**src/rtl/txc_pkg.sv**
```systemverilog
package txc_pkg;

  typedef enum logic [1:0] {
    ENT_EMPTY   = 2'd0,
    ENT_NORMAL  = 2'd1,
    ENT_XCOMMIT = 2'd2,
    ENT_XABORT  = 2'd3
  } ent_state_e;

  typedef enum logic [2:0] {
    OP_LOAD     = 3'd0,
    OP_LOADX    = 3'd1,
    OP_STORE    = 3'd2,
    OP_COMMIT   = 3'd3,
    OP_ABORT    = 3'd4,
    OP_VALIDATE = 3'd5
  } txn_op_e;

  typedef enum logic [1:0] {
    SWEEP_NONE     = 2'd0,
    SWEEP_COMMIT   = 2'd1,
    SWEEP_ROLLBACK = 2'd2
  } sweep_e;

  // State an entry takes when a bulk retag is applied.
  function automatic ent_state_e swept_state(ent_state_e s, sweep_e k);
    ent_state_e r;
    r = s;
    if (k == SWEEP_COMMIT) begin
      if (s == ENT_XCOMMIT) r = ENT_EMPTY;
      else if (s == ENT_XABORT) r = ENT_NORMAL;
    end else if (k == SWEEP_ROLLBACK) begin
      if (s == ENT_XABORT) r = ENT_EMPTY;
      else if (s == ENT_XCOMMIT) r = ENT_NORMAL;
    end
    return r;
  endfunction

endpackage

```
**src/rtl/txc_entries.sv**
```systemverilog
module txc_entries
  import txc_pkg::*;
#(
  parameter int NUM_ENT = 8,
  parameter int AW = 16,
  parameter int DW = 32,
  localparam int IW = (NUM_ENT > 1) ? $clog2(NUM_ENT) : 1
) (
  input  logic                           clk,
  input  logic                           rst_n,
  input  sweep_e                         sweep,
  input  logic                           wa_en,
  input  logic [IW-1:0]                  wa_idx,
  input  ent_state_e                     wa_state,
  input  logic [AW-1:0]                  wa_tag,
  input  logic [DW-1:0]                  wa_data,
  input  logic                           wb_en,
  input  logic [IW-1:0]                  wb_idx,
  input  ent_state_e                     wb_state,
  input  logic [AW-1:0]                  wb_tag,
  input  logic [DW-1:0]                  wb_data,
  input  logic [IW-1:0]                  rd_idx,
  output logic [DW-1:0]                  rd_data,
  input  logic [IW-1:0]                  snp_idx,
  output logic [DW-1:0]                  snp_data,
  output ent_state_e [NUM_ENT-1:0]       st_q,
  output logic [NUM_ENT-1:0][AW-1:0]     tag_q
);

  ent_state_e [NUM_ENT-1:0]   st_d;
  logic [NUM_ENT-1:0][DW-1:0] data_q;

  // Next state: bulk retag first, then the targeted writes.
  always_comb begin
    for (int i = 0; i < NUM_ENT; i++) begin
      st_d[i] = swept_state(st_q[i], sweep);
    end
    if (wa_en) st_d[wa_idx] = wa_state;
    if (wb_en) st_d[wb_idx] = wb_state;
  end

  always_ff @(posedge clk or negedge rst_n) begin
    if (!rst_n) begin
      for (int i = 0; i < NUM_ENT; i++) st_q[i] <= ENT_EMPTY;
    end else begin
      st_q <= st_d;
    end
  end

  logic [NUM_ENT-1:0] xc_vec;
  logic [NUM_ENT-1:0] xa_vec;

  for (genvar g = 0; g < NUM_ENT; g++) begin : g_ent
    logic sel_a;
    logic sel_b;
    assign sel_a = wa_en && (wa_idx == IW'(g));
    assign sel_b = wb_en && (wb_idx == IW'(g));
    always_ff @(posedge clk) begin
      if (sel_a) begin
        tag_q[g]  <= wa_tag;
        data_q[g] <= wa_data;
      end else if (sel_b) begin
        tag_q[g]  <= wb_tag;
        data_q[g] <= wb_data;
      end
    end
    assign xc_vec[g] = (st_q[g] == ENT_XCOMMIT);
    assign xa_vec[g] = (st_q[g] == ENT_XABORT);
  end

  assign rd_data  = data_q[rd_idx];
  assign snp_data = data_q[snp_idx];

  // saved and tentative copies always exist in pairs.
  assert_pairs_R4: assert property (@(posedge clk) disable iff (!rst_n)
    $countones(xc_vec) == $countones(xa_vec));

  // after any sweep no transactional entry survives.
  assert_sweep_empty_R6: assert property (@(posedge clk) disable iff (!rst_n)
    (sweep != SWEEP_NONE) |=> (xc_vec == '0 && xa_vec == '0));

endmodule

```
**src/rtl/txc_lookup.sv**
```systemverilog
module txc_lookup
  import txc_pkg::*;
#(
  parameter int NUM_ENT = 8,
  parameter int AW = 16,
  localparam int IW = (NUM_ENT > 1) ? $clog2(NUM_ENT) : 1,
  localparam int CW = $clog2(NUM_ENT + 1)
) (
  input  logic                        clk,
  input  logic                        rst_n,
  input  ent_state_e [NUM_ENT-1:0]    st_vec,
  input  logic [NUM_ENT-1:0][AW-1:0]  tag_vec,
  input  logic [AW-1:0]               look_addr,
  input  logic                        snp_valid,
  input  logic [AW-1:0]               snp_addr,
  output logic                        xa_hit,
  output logic [IW-1:0]               xa_idx,
  output logic                        nm_hit,
  output logic [IW-1:0]               nm_idx,
  output logic                        snp_hit,
  output logic [IW-1:0]               snp_idx,
  output logic [CW-1:0]               free_cnt,
  output logic [IW-1:0]               free0_idx,
  output logic [IW-1:0]               free1_idx
);

  logic [NUM_ENT-1:0] xa_m;
  logic [NUM_ENT-1:0] nm_m;
  logic [NUM_ENT-1:0] sn_m;
  logic [NUM_ENT-1:0] fr_m;

  for (genvar g = 0; g < NUM_ENT; g++) begin : g_cmp
    assign xa_m[g] = (st_vec[g] == ENT_XABORT) && (tag_vec[g] == look_addr);
    assign nm_m[g] = (st_vec[g] == ENT_NORMAL) && (tag_vec[g] == look_addr);
    assign sn_m[g] = (st_vec[g] == ENT_NORMAL) && (tag_vec[g] == snp_addr);
    assign fr_m[g] = (st_vec[g] == ENT_EMPTY);
  end

  always_comb begin
    xa_idx    = '0;
    nm_idx    = '0;
    snp_idx   = '0;
    free0_idx = '0;
    free1_idx = '0;
    for (int i = 0; i < NUM_ENT; i++) begin
      if (xa_m[i]) xa_idx = IW'(i);
      if (nm_m[i]) nm_idx = IW'(i);
      if (sn_m[i]) snp_idx = IW'(i);
    end
    // Descending scan leaves the lowest free index in slot 0, next in slot 1.
    for (int i = NUM_ENT - 1; i >= 0; i--) begin
      if (fr_m[i]) begin
        free1_idx = free0_idx;
        free0_idx = IW'(i);
      end
    end
  end

  assign xa_hit   = |xa_m;
  assign nm_hit   = |nm_m;
  assign snp_hit  = snp_valid && (|sn_m);
  assign free_cnt = CW'($countones(fr_m));

  // an address is held by at most one entry of each kind.
  assert_unique_match_R14: assert property (@(posedge clk) disable iff (!rst_n)
    $onehot0(xa_m) && $onehot0(nm_m) && $onehot0(sn_m));

endmodule

```
**src/rtl/txc_ctrl.sv**
```systemverilog
module txc_ctrl
  import txc_pkg::*;
#(
  parameter int NUM_ENT = 8,
  parameter int AW = 16,
  parameter int DW = 32,
  localparam int IW = (NUM_ENT > 1) ? $clog2(NUM_ENT) : 1,
  localparam int CW = $clog2(NUM_ENT + 1)
) (
  input  logic           clk,
  input  logic           rst_n,
  input  logic           op_valid,
  input  logic [2:0]     op_code,
  input  logic [AW-1:0]  op_addr,
  input  logic [DW-1:0]  op_wdata,
  output logic           op_ready,
  output logic           rsp_valid,
  output logic           rsp_ok,
  output logic [DW-1:0]  rsp_data,
  output logic           mem_req_valid,
  output logic [AW-1:0]  mem_req_addr,
  input  logic           mem_rsp_valid,
  input  logic           mem_rsp_fail,
  input  logic [DW-1:0]  mem_rsp_data,
  output logic           tactive,
  output logic           tstatus,
  output logic [AW-1:0]  look_addr,
  input  logic           xa_hit,
  input  logic [IW-1:0]  xa_idx,
  input  logic           nm_hit,
  input  logic [IW-1:0]  nm_idx,
  input  logic [CW-1:0]  free_cnt,
  input  logic [IW-1:0]  free0_idx,
  input  logic [IW-1:0]  free1_idx,
  output logic [IW-1:0]  rd_idx,
  input  logic [DW-1:0]  rd_data,
  output sweep_e         sweep,
  output logic           wa_en,
  output logic [IW-1:0]  wa_idx,
  output ent_state_e     wa_state,
  output logic [AW-1:0]  wa_tag,
  output logic [DW-1:0]  wa_data,
  output logic           wb_en,
  output logic [IW-1:0]  wb_idx,
  output ent_state_e     wb_state,
  output logic [AW-1:0]  wb_tag,
  output logic [DW-1:0]  wb_data
);

  typedef enum logic {FSM_IDLE = 1'b0, FSM_FETCH = 1'b1} fsm_e;

  fsm_e          fsm_q, fsm_d;
  logic          tact_q, tact_d;
  logic          tstat_q, tstat_d;
  logic          rsp_v_q, rsp_fire;
  logic          rsp_ok_q, rsp_ok_d;
  logic [DW-1:0] rsp_data_q, rsp_data_d;
  logic          pend_ld;
  logic [AW-1:0] pend_addr_q;
  logic [DW-1:0] pend_wdata_q;
  logic          pend_store_q;
  logic [IW-1:0] pend_i0_q, pend_i1_q;
  logic          take_fail;
  txn_op_e       op;
  logic          is_store;
  logic [DW-1:0] new_val;

  assign op        = txn_op_e'(op_code);
  assign is_store  = (op == OP_STORE);
  assign look_addr = (fsm_q == FSM_FETCH) ? pend_addr_q : op_addr;
  assign rd_idx    = xa_hit ? xa_idx : nm_idx;
  assign new_val   = is_store ? op_wdata : rd_data;

  always_comb begin
    fsm_d      = fsm_q;
    tact_d     = tact_q;
    tstat_d    = tstat_q;
    rsp_fire   = 1'b0;
    rsp_ok_d   = 1'b0;
    rsp_data_d = '0;
    pend_ld    = 1'b0;
    take_fail  = 1'b0;
    sweep      = SWEEP_NONE;
    wa_en      = 1'b0;
    wa_idx     = '0;
    wa_state   = ENT_EMPTY;
    wa_tag     = op_addr;
    wa_data    = '0;
    wb_en      = 1'b0;
    wb_idx     = '0;
    wb_state   = ENT_EMPTY;
    wb_tag     = op_addr;
    wb_data    = '0;

    if (fsm_q == FSM_IDLE) begin
      if (op_valid) begin
        case (op)
          OP_LOAD, OP_LOADX, OP_STORE: begin
            tact_d = 1'b1;
            if (!tstat_q) begin
              rsp_fire = 1'b1;
            end else if (xa_hit) begin
              rsp_fire   = 1'b1;
              rsp_ok_d   = 1'b1;
              rsp_data_d = new_val;
              if (is_store) begin
                wa_en    = 1'b1;
                wa_idx   = xa_idx;
                wa_state = ENT_XABORT;
                wa_data  = op_wdata;
              end
            end else if (nm_hit) begin
              if (free_cnt >= CW'(1)) begin
                rsp_fire   = 1'b1;
                rsp_ok_d   = 1'b1;
                rsp_data_d = new_val;
                wa_en      = 1'b1;
                wa_idx     = nm_idx;
                wa_state   = ENT_XABORT;
                wa_data    = new_val;
                wb_en      = 1'b1;
                wb_idx     = free0_idx;
                wb_state   = ENT_XCOMMIT;
                wb_data    = rd_data;
              end else begin
                take_fail = 1'b1;
              end
            end else if (free_cnt >= CW'(2)) begin
              fsm_d   = FSM_FETCH;
              pend_ld = 1'b1;
            end else begin
              take_fail = 1'b1;
            end
          end
          OP_COMMIT: begin
            rsp_fire = 1'b1;
            rsp_ok_d = tstat_q;
            sweep    = tstat_q ? SWEEP_COMMIT : SWEEP_ROLLBACK;
            tact_d   = 1'b0;
            tstat_d  = 1'b1;
          end
          OP_ABORT: begin
            rsp_fire = 1'b1;
            rsp_ok_d = 1'b1;
            sweep    = SWEEP_ROLLBACK;
            tact_d   = 1'b0;
            tstat_d  = 1'b1;
          end
          OP_VALIDATE: begin
            rsp_fire = 1'b1;
            rsp_ok_d = tstat_q;
            if (!tstat_q) begin
              tact_d  = 1'b0;
              tstat_d = 1'b1;
            end
          end
          default: rsp_fire = 1'b1;
        endcase
      end
    end else begin
      wa_tag = pend_addr_q;
      wb_tag = pend_addr_q;
      if (mem_rsp_valid) begin
        fsm_d = FSM_IDLE;
        if (mem_rsp_fail) begin
          take_fail = 1'b1;
        end else begin
          rsp_fire   = 1'b1;
          rsp_ok_d   = 1'b1;
          rsp_data_d = pend_store_q ? pend_wdata_q : mem_rsp_data;
          wa_en      = 1'b1;
          wa_idx     = pend_i0_q;
          wa_state   = ENT_XCOMMIT;
          wa_data    = mem_rsp_data;
          wb_en      = 1'b1;
          wb_idx     = pend_i1_q;
          wb_state   = ENT_XABORT;
          wb_data    = rsp_data_d;
        end
      end
    end

    if (take_fail) begin
      sweep      = SWEEP_ROLLBACK;
      tstat_d    = 1'b0;
      rsp_fire   = 1'b1;
      rsp_ok_d   = 1'b0;
      rsp_data_d = '0;
      wa_en      = 1'b0;
      wb_en      = 1'b0;
    end
  end

  always_ff @(posedge clk or negedge rst_n) begin
    if (!rst_n) begin
      fsm_q      <= FSM_IDLE;
      tact_q     <= 1'b0;
      tstat_q    <= 1'b1;
      rsp_v_q    <= 1'b0;
      rsp_ok_q   <= 1'b0;
      rsp_data_q <= '0;
    end else begin
      fsm_q   <= fsm_d;
      tact_q  <= tact_d;
      tstat_q <= tstat_d;
      rsp_v_q <= rsp_fire;
      if (rsp_fire) begin
        rsp_ok_q   <= rsp_ok_d;
        rsp_data_q <= rsp_data_d;
      end
    end
  end

  always_ff @(posedge clk) begin
    if (pend_ld) begin
      pend_addr_q  <= op_addr;
      pend_wdata_q <= op_wdata;
      pend_store_q <= is_store;
      pend_i0_q    <= free0_idx;
      pend_i1_q    <= free1_idx;
    end
  end

  assign op_ready      = (fsm_q == FSM_IDLE);
  assign rsp_valid     = rsp_v_q;
  assign rsp_ok        = rsp_ok_q;
  assign rsp_data      = rsp_data_q;
  assign mem_req_valid = (fsm_q == FSM_FETCH);
  assign mem_req_addr  = pend_addr_q;
  assign tactive       = tact_q;
  assign tstatus       = tstat_q;

  // closing a transaction leaves the flags idle.
  assert_end_flags_R13: assert property (@(posedge clk) disable iff (!rst_n)
    (op_valid && op_ready && (op_code == 3'd3 || op_code == 3'd4))
      |=> (!tactive && tstatus));

  // a fetch stays posted with a stable address until answered.
  assert_req_hold_R5: assert property (@(posedge clk) disable iff (!rst_n)
    (mem_req_valid && !mem_rsp_valid) |=> (mem_req_valid && $stable(mem_req_addr)));

  // a conflicting fetch reply fails the operation and the transaction.
  assert_conflict_R8: assert property (@(posedge clk) disable iff (!rst_n)
    (mem_req_valid && mem_rsp_valid && mem_rsp_fail)
      |=> (!tstatus && rsp_valid && !rsp_ok));

  // a doomed transaction gets refusals and no fetch.
  assert_refuse_R10: assert property (@(posedge clk) disable iff (!rst_n)
    (op_valid && op_ready && op_code <= 3'd2 && !tstatus)
      |=> (rsp_valid && !rsp_ok && !mem_req_valid));

endmodule

```
**src/rtl/txc_top.sv**
```systemverilog
module txc_top
  import txc_pkg::*;
#(
  parameter int NUM_ENT = 8,
  parameter int AW = 16,
  parameter int DW = 32
) (
  input  logic           clk,
  input  logic           rst_n,
  input  logic           op_valid,
  input  logic [2:0]     op_code,
  input  logic [AW-1:0]  op_addr,
  input  logic [DW-1:0]  op_wdata,
  output logic           op_ready,
  output logic           rsp_valid,
  output logic           rsp_ok,
  output logic [DW-1:0]  rsp_data,
  output logic           mem_req_valid,
  output logic [AW-1:0]  mem_req_addr,
  input  logic           mem_rsp_valid,
  input  logic           mem_rsp_fail,
  input  logic [DW-1:0]  mem_rsp_data,
  input  logic           snp_valid,
  input  logic [AW-1:0]  snp_addr,
  output logic           snp_hit,
  output logic [DW-1:0]  snp_data,
  output logic           tactive,
  output logic           tstatus
);

  localparam int IW = (NUM_ENT > 1) ? $clog2(NUM_ENT) : 1;
  localparam int CW = $clog2(NUM_ENT + 1);

  ent_state_e [NUM_ENT-1:0]    st_vec;
  logic [NUM_ENT-1:0][AW-1:0]  tag_vec;
  logic [AW-1:0]               look_addr;
  logic                        xa_hit, nm_hit;
  logic [IW-1:0]               xa_idx, nm_idx, snp_idx;
  logic [CW-1:0]               free_cnt;
  logic [IW-1:0]               free0_idx, free1_idx;
  logic [IW-1:0]               rd_idx;
  logic [DW-1:0]               rd_data;
  sweep_e                      sweep;
  logic                        wa_en, wb_en;
  logic [IW-1:0]               wa_idx, wb_idx;
  ent_state_e                  wa_state, wb_state;
  logic [AW-1:0]               wa_tag, wb_tag;
  logic [DW-1:0]               wa_data, wb_data;

  txc_entries #(.NUM_ENT(NUM_ENT), .AW(AW), .DW(DW)) u_entries (
    .clk(clk), .rst_n(rst_n), .sweep(sweep),
    .wa_en(wa_en), .wa_idx(wa_idx), .wa_state(wa_state), .wa_tag(wa_tag), .wa_data(wa_data),
    .wb_en(wb_en), .wb_idx(wb_idx), .wb_state(wb_state), .wb_tag(wb_tag), .wb_data(wb_data),
    .rd_idx(rd_idx), .rd_data(rd_data), .snp_idx(snp_idx), .snp_data(snp_data),
    .st_q(st_vec), .tag_q(tag_vec)
  );

  txc_lookup #(.NUM_ENT(NUM_ENT), .AW(AW)) u_lookup (
    .clk(clk), .rst_n(rst_n), .st_vec(st_vec), .tag_vec(tag_vec),
    .look_addr(look_addr), .snp_valid(snp_valid), .snp_addr(snp_addr),
    .xa_hit(xa_hit), .xa_idx(xa_idx), .nm_hit(nm_hit), .nm_idx(nm_idx),
    .snp_hit(snp_hit), .snp_idx(snp_idx), .free_cnt(free_cnt),
    .free0_idx(free0_idx), .free1_idx(free1_idx)
  );

  txc_ctrl #(.NUM_ENT(NUM_ENT), .AW(AW), .DW(DW)) u_ctrl (
    .clk(clk), .rst_n(rst_n), .op_valid(op_valid), .op_code(op_code),
    .op_addr(op_addr), .op_wdata(op_wdata), .op_ready(op_ready),
    .rsp_valid(rsp_valid), .rsp_ok(rsp_ok), .rsp_data(rsp_data),
    .mem_req_valid(mem_req_valid), .mem_req_addr(mem_req_addr),
    .mem_rsp_valid(mem_rsp_valid), .mem_rsp_fail(mem_rsp_fail), .mem_rsp_data(mem_rsp_data),
    .tactive(tactive), .tstatus(tstatus), .look_addr(look_addr),
    .xa_hit(xa_hit), .xa_idx(xa_idx), .nm_hit(nm_hit), .nm_idx(nm_idx),
    .free_cnt(free_cnt), .free0_idx(free0_idx), .free1_idx(free1_idx),
    .rd_idx(rd_idx), .rd_data(rd_data), .sweep(sweep),
    .wa_en(wa_en), .wa_idx(wa_idx), .wa_state(wa_state), .wa_tag(wa_tag), .wa_data(wa_data),
    .wb_en(wb_en), .wb_idx(wb_idx), .wb_state(wb_state), .wb_tag(wb_tag), .wb_data(wb_data)
  );

endmodule

```
**config.mk**
```make
export PLATFORM = sky130hd
export DESIGN_NAME = txc_top
export DESIGN_NICKNAME = d
export VERILOG_FILES = /design/src/rtl/txc_pkg.sv /design/src/rtl/txc_entries.sv /design/src/rtl/txc_lookup.sv /design/src/rtl/txc_ctrl.sv /design/src/rtl/txc_top.sv
export SDC_FILE = /design/constraint.sdc
export NUM_CORES = 1
export LEC_CHECK = 0
export ABC_CLOCK_PERIOD_IN_PS = 8100
export BUFFER_PORTS_ARGS = -buffer_cell sky130_fd_sc_hd__buf_2
export CAP_MARGIN = 15
export CORE_ASPECT_RATIO = 2
export CORE_MARGIN = 2
export CORE_UTILIZATION = 38
export CTS_CLUSTER_SIZE = 20
export DETAILED_ROUTE_END_ITERATION = 6
export SLEW_MARGIN = 0
export SYNTH_ARGS = -nofsm -noshare
export SYNTH_HDL_FRONTEND = slang
export SYNTH_SLANG_ARGS = --single-unit
```
**constraint.sdc**
```tcl
create_clock -name clk -period 8.1 [get_ports clk]
set_input_delay 0 -clock clk [delete_from_list [all_inputs] [get_ports clk]]
set_output_delay 0 -clock clk [all_outputs]
set_load 0.03 [all_outputs]
```
==> results of run 1 <==
==> worst max-delay path, delay by kind of cell, from the launching register on <==
kind | cells | cell delay (ns)
simple gates | 5 | 2.00
buf+inv | 3 | 1.03
flops | 1 | 0.82
compound gates | 3 | 1.99
xor+xnor | 1 | 0.24
mux | 1 | 0.53
==> metrics by stage <==
step / area, µm² / util (%)
after CTS: 35000 / 44.1
after global routing: 35000 / 44.1
final: 35000 / 44.1
after detailed placement: 32500 / 41.0
after floorplan: 30400 / -
after global placement: 32500 / 41.0
==> worst max-delay path by stage <==
stage	end	depth (start not counted)	startpoint	slack, ns
after global placement	u_entries.data_q[72]$_DFFE_PP_	12	u_ctrl.mem_req_valid$_DFF_PN0_	1.24
final	u_entries.tag_q[87]$_DFFE_PP_	13	u_ctrl.mem_req_valid$_DFF_PN0_	1.08
after floorplan	u_entries.data_q[32]$_DFFE_PP_	16	u_entries.st_q[2]$_DFF_PN0_	0.07
after detailed placement	u_entries.data_q[71]$_DFFE_PP_	12	u_ctrl.mem_req_valid$_DFF_PN0_	1.07
after CTS	u_entries.data_q[75]$_DFFE_PP_	12	u_ctrl.mem_req_valid$_DFF_PN0_	1.07
after global routing	u_entries.tag_q[93]$_DFFE_PP_	13	u_ctrl.mem_req_valid$_DFF_PN0_	0.88
==> synthesized netlist by cell type (14+ instances only) <==
library cell	instances
and2_1	34
o21ai_0	89
a32o_1	14
o22ai_1	30
nand4_1	32
a21o_1	19
o31ai_1	17
a21oi_2	34
xor2_1	97
a22oi_1	117
nand2_1	180
buf_1	26
mux2i_1	381
nor4_1	44
a211oi_1	59
buf_2	34
a31oi_1	33
and3_1	22
clkbuf_1	129
a311oi_1	16
a221oi_1	29
nor2_1	305
inv_1	55
o21a_1	17
nand3_1	35
dfrtp_1	52
xnor2_1	161
ha_1	40
mux2i_4	16
mux2_2	16
a21oi_1	105
edfxtp_1	439
==> layout make-up <==
| cell class | instances | area, µm² |
|---|---|---|
| Clock buffer | 64 | 1310 |
| Clock inverter | 26 | 298 |
| Fill cell | 7535 | 44300 |
| Inverter | 55 | 206 |
| Multi-Input combinational cell | 2049 | 15000 |
| Sequential cell | 492 | 14500 |
| Tap cell | 1036 | 1300 |
| Timing Repair Buffer | 338 | 2360 |
==> cell families after synthesis <==
| kind of cell | Yosys count | share of synthesized area, % |
|---|---|---|
| fa+ha+maj | 44 | 1.91 |
| flops | 492 | 47.7 |
| buf+inv | 261 | 3.69 |
| simple gates | 704 | 10.5 |
| compound gates | 629 | 14.4 |
| xor+xnor | 258 | 7.42 |
| mux | 414 | 14.3 |
==> per-layer routing <==
metal  routed length, µm  GRT usage (%)  vias up
met1               39400           28.9    12500
li1                    -              -    10800
met2               62200           51.9     1443
met3                8630           5.17      522
met5                  12              0        -
met4               12000           24.6        2
==> what timing repair did <==
item | CTS | global route
endpoints found under the hold margin | 136 | 0
gates resized for setup | 0 | 0
hold buffers | 87 | 0
==> registers in the layout, indices dropped and copies added, names as in the netlist, 3 cells and up <==
name / flops
u_entries.data_q: 256
u_entries.tag_q: 128
u_ctrl.pend_wdata_q: 32
u_ctrl.rsp_data: 32
u_ctrl.mem_req_addr: 16
u_entries.st_q: 16
u_ctrl.pend_i0_q: 3
u_ctrl.pend_i1_q: 3
==> power by group <==
| group | leakage [nW] | total, mW | switching [mW] | internal [mW] |
|---|---|---|---|---|
| sequential | 4.79 | 3.18 | 0.131 | 3.04 |
| combinational | 9.08 | 2.18 | 1.49 | 0.697 |
| clock | 0.776 | 2.37 | 1.06 | 1.31 |
==> results.cfg, run 1 <==
[run_status]
status = finished clean

[die]
start_util_pct = 38.4
ioPinCount = 192
die_w_um = 204
num_rows = 146
core_um2 = 79300
die_h_um = 404
floorplan.die_area_um2 = 82500

[pwr]
p_per_area_nw_per_um2 = 221
power_mw = 7.73
power.leakage_nw = 14.6
vdd_drop_max_mv = 0.161

[final_layout]
final_common_cell = edfxtp_1
final_cells = 4060
antenna_cells = 0
layout_common_cells = edfxtp_1, mux2i_1, nor2_1
drive_gt1_share_pct = 14.7
nets = 3133
syn2layout_area_growth_pct = 14.9

[sta]
rsz0062_at_grt = false
timing.fmax_mhz = 142
timing.setup.tns_ns = 0
setup_ws_ns = 1.08
setup_viol = 0
whs_ns = 0.0353
min_period_ns = 7.02
period_share_pct = 86.7
hold_viol = 0
max_slew.worst_pin.slew_ns = 1.19
skew_ns = 0.0422
slew_viol_final = 0
slew_headroom_pct = 20.6

[worst_hold_path]
whs_path_depth = 5
min_path_type = input pin to flip-flop
hold_path.startpoint = op_code[0]
hold-path-endpoint = u_ctrl.rsp_valid$_DFF_PN0_

[synthesis]
synth_area_leaders = edfxtp_1, mux2i_1, xnor2_1, dfrtp_1, nor2_1
netlist_area_um2 = 30400
ys_warn_count = 0
ys.flop_type = edfxtp_1
yosysTopAreaCell = edfxtp_1
synth.distinct_cells = 80
postSynthNetCount = 2951
synth_seq_area_share_pct = 47.7
netlist.area_leader.share_pct = 43.3
syn_inst = 2802
async_flop_share_pct = 10.8
synth_edf_count = 439
synth_seq_cells = 492
syn-mean-instance-area_um2 = 10.9

[clocking]
clkTransAtPathRegs_ns = 0.07
clk_latency_ns = 0.64
cts_buffer_depth = 3
cts_num_sinks = 492
root_buffer = clkbuf_16
cts_tree = done
cts_max_level = 2
numCtsBuffers = 48
cts_setup_buffers = 0

[worst_setup_path]
reg2reg_depth = 13
r2r_end = u_entries.tag_q[87]$_DFFE_PP_
cp.required_ns = 8.38
cp-end-kind = flip-flop
r2r_start = u_ctrl.mem_req_valid$_DFF_PN0_
critical-path-max-stage-delay_ns = 0.85
slowest_stage = nor4_1
critPathLaunchType = flip-flop
cp_cell_sequence = buf_4 -> mux2i_4 -> xnor2_1 -> nor4_1 -> nand4_1 -> o22ai_2 -> nor4_2 -> nor4b_2 -> buf_4 -> a22oi_1 -> nand2_1 -> o21ai_4 -> buf_12
r2r_setup_slack_ns = 1.08
worstSetupPathType = flip-flop to flip-flop
crit_arrival_ns = 7.31
crit_top_cell = buf_4
path_max_fanout = 32

[route]
detail_route.wl_per_cell_um = 30.1
ant_nets = 0
num_vias = 25200
drt_iter0_drc = 2323
drt_wl_total_um = 122000
viasPerCell = 6.22
drc = 0
firstDrtPassIters = 6

[placed_design]
port_buffers = 191
place_congestion = 1.02
post-place-ws_ns = 1.07
place_inst = 3882
place_hpwl_um = 82700

[global_routing]
antenna_found_initial = 2
grt_pass1_vias = 25900
overflow = 0
grt_max_degree = 67
grt_usage_pct = 29.1
grt_pass1_wl_um = 173000

[job]
cap_violations = 0
No activity file was read; power rests on OpenSTA's default activity.
==> run 2, diff against run 1 <==
--- a/config.mk
+++ b/config.mk
@@ -6,7 +6,7 @@
 export NUM_CORES = 1
 export LEC_CHECK = 0
 export ABC_CLOCK_PERIOD_IN_PS = 8100
-export BUFFER_PORTS_ARGS = -buffer_cell sky130_fd_sc_hd__buf_2
+export BUFFER_PORTS_ARGS = -buffer_cell sky130_fd_sc_hd__buf_4
 export CAP_MARGIN = 15
 export CORE_ASPECT_RATIO = 2
 export CORE_MARGIN = 2
==> results.cfg, run 2 (synthesized netlist as in run 1, its figures left out) <==
[sta]
skew_ns = 0.0366
setup_ws_ns = 0.870
setup_viol = 0
period_share_pct = 89.3
slew_headroom_pct = 19.5
max_slew.worst_pin.slew_ns = 1.21
timing.fmax_mhz = 138
rsz0062_at_grt = false
min_period_ns = 7.23
timing.setup.tns_ns = 0
slew_viol_final = 0
hold_viol = 0

[pwr]
p_per_area_nw_per_um2 = 220
power.leakage_nw = 14.8
vdd_drop_max_mv = 0.193

[clocking]
cts_buffer_depth = 3
clk_latency_ns = 0.64
clkTransAtPathRegs_ns = 0.07
root_buffer = clkbuf_16
ctsHoldBuffers = 92
cts_num_sinks = 492
numCtsBuffers = 49
cts_tree = done
cts_max_level = 2
cts_resized = 0
cts_setup_buffers = 0

[worst_setup_path]
critical_path.top_delay_family = compound AO/OA/AOI/OAI gates
cp.buffers_inverters = 3
worstSetupPathType = flip-flop to flip-flop
cp_cell_sequence = buf_4 -> mux2i_4 -> xnor2_1 -> nor4_1 -> nand4_1 -> o22ai_2 -> nor4_2 -> buf_4 -> o21ai_2 -> buf_4 -> nand2_2 -> o2111ai_2 -> o21ai_0 -> a21oi_1 -> mux2i_1
critPathLaunchType = flip-flop
r2r_end = u_entries.data_q[187]$_DFFE_PP_
r2r_start = u_ctrl.mem_req_valid$_DFF_PN0_
reg2reg_depth = 15
crit_top_cell = buf_4
critical-path-max-stage-delay_ns = 1.02
path_max_fanout = 34
crit_arrival_ns = 7.56
cp.depth = 15
r2r_setup_slack_ns = 0.87
cp.required_ns = 8.43
cp-end-kind = flip-flop
slowest_stage = dfrtp_2

[global_routing]
grt_usage_pct = 29.9
grt_pass1_vias = 26100
overflow = 0
grt_pass1_wl_um = 177000
grt_max_degree = 67
antenna_found_initial = 3

[final_layout]
top_register = u_entries.data_q
largest_reg_flops = 256
layout_common_cells = edfxtp_1, mux2i_1, nor2_1
regArea_um2 = 14500
syn2layout_area_growth_pct = 16.7
reg.largest.list = u_entries.data_q: 256 flops, u_entries.tag_q: 128 flops
multi_input_area_um2 = 15000
final_common_cell = edfxtp_1
drive_gt1_share_pct = 14.9
fill_cells = 7438
nets = 3145

[route]
drt_wl_total_um = 126000
ant_nets = 0
detail_route.wl_per_cell_um = 30.8
viasPerCell = 6.20
num_vias = 25300
drt_iter0_drc = 2371
firstDrtPassIters = 6
drc = 0

[die]
die_w_um = 204
num_rows = 146
die_h_um = 404
start_util_pct = 38.4
ioPinCount = 192
floorplan.die_area_um2 = 82500
core_um2 = 79300

[placed_design]
place_congestion = 1.10
port_buffers = 191
place_hpwl_um = 84600
post-place-ws_ns = 1.22

[run_status]
status = finished clean

[job]
cap_violations = 0

[worst_hold_path]
min_path_type = input pin to asynchronous set/reset pin
-- run 2: layout make-up --
cell class / instances / share of cell area [%]
Tap cell: 1036 / 3.65
Multi-Input combinational cell: 2049 / 42.2
Clock inverter: 27 / 0.662
Clock buffer: 65 / 3.76
Antenna cell: 1 / 0.00704
Sequential cell: 492 / 40.8
Inverter: 55 / 0.581
Timing Repair Buffer: 349 / 8.29
-- run 2: where the power goes --
group          internal, mW  switching [mW]  total, mW
logic                 0.746            1.54       2.28
clock network          1.24            1.09       2.33
registers              3.04           0.149       3.19
-- run 2: worst register-to-register path, stage by stage, from the launching register on --
cell       delay, ns
dfrtp_2         1.02
buf_4           0.43
mux2i_4         0.58
xnor2_1         0.14
nor4_1          0.65
nand4_1         0.36
o22ai_2         0.47
nor4_2          0.07
buf_4           0.20
o21ai_2         0.08
buf_4           0.41
nand2_2         0.67
o2111ai_2       0.82
o21ai_0         0.27
a21oi_1         0.60
mux2i_1         0.17
-- run 2: per-layer routing --
metal / track usage, % / up-vias / routed length [µm]
li1: - / 10800 / -
met1: 30.2 / 12400 / 40500
met2: 53.2 / 1479 / 64200
met3: 4.50 / 517 / 8650
met4: 25.6 / 4 / 12200
met5: 0 / - / 63
-- run 2: per-stage QoR --
step | area [µm²] | hold slack, ns | util (%) | cells | power, mW
3_5_place_dp | 33000 | 0.197 | 41.7 | 3889 | 5.44
2_1_floorplan | 30400 | -0.296 | - | 2802 | 4.56
3_3_place_gp | 33000 | 0.198 | 41.7 | 3888 | 5.40
5_1_grt | 35500 | 0.0845 | 44.8 | 4074 | 8.07
4_1_cts | 35500 | 0.0372 | 44.8 | 4073 | 7.82
6_report | 35500 | 0.0590 | 44.8 | 4074 | 7.81
-- run 2: worst max path at each step --
stage                                         from                              end  slack [ns]
global placement    u_ctrl.mem_req_valid$_DFF_PN0_   u_entries.data_q[27]$_DFFE_PP_        1.43
detailed placement  u_ctrl.mem_req_valid$_DFF_PN0_  u_entries.data_q[187]$_DFFE_PP_        1.22
CTS                 u_ctrl.mem_req_valid$_DFF_PN0_  u_entries.data_q[187]$_DFFE_PP_        1.18
floorplan              u_entries.st_q[2]$_DFF_PN0_   u_entries.data_q[32]$_DFFE_PP_        0.07
finish              u_ctrl.mem_req_valid$_DFF_PN0_  u_entries.data_q[187]$_DFFE_PP_        0.87
global route        u_ctrl.mem_req_valid$_DFF_PN0_  u_entries.data_q[251]$_DFFE_PP_        0.61
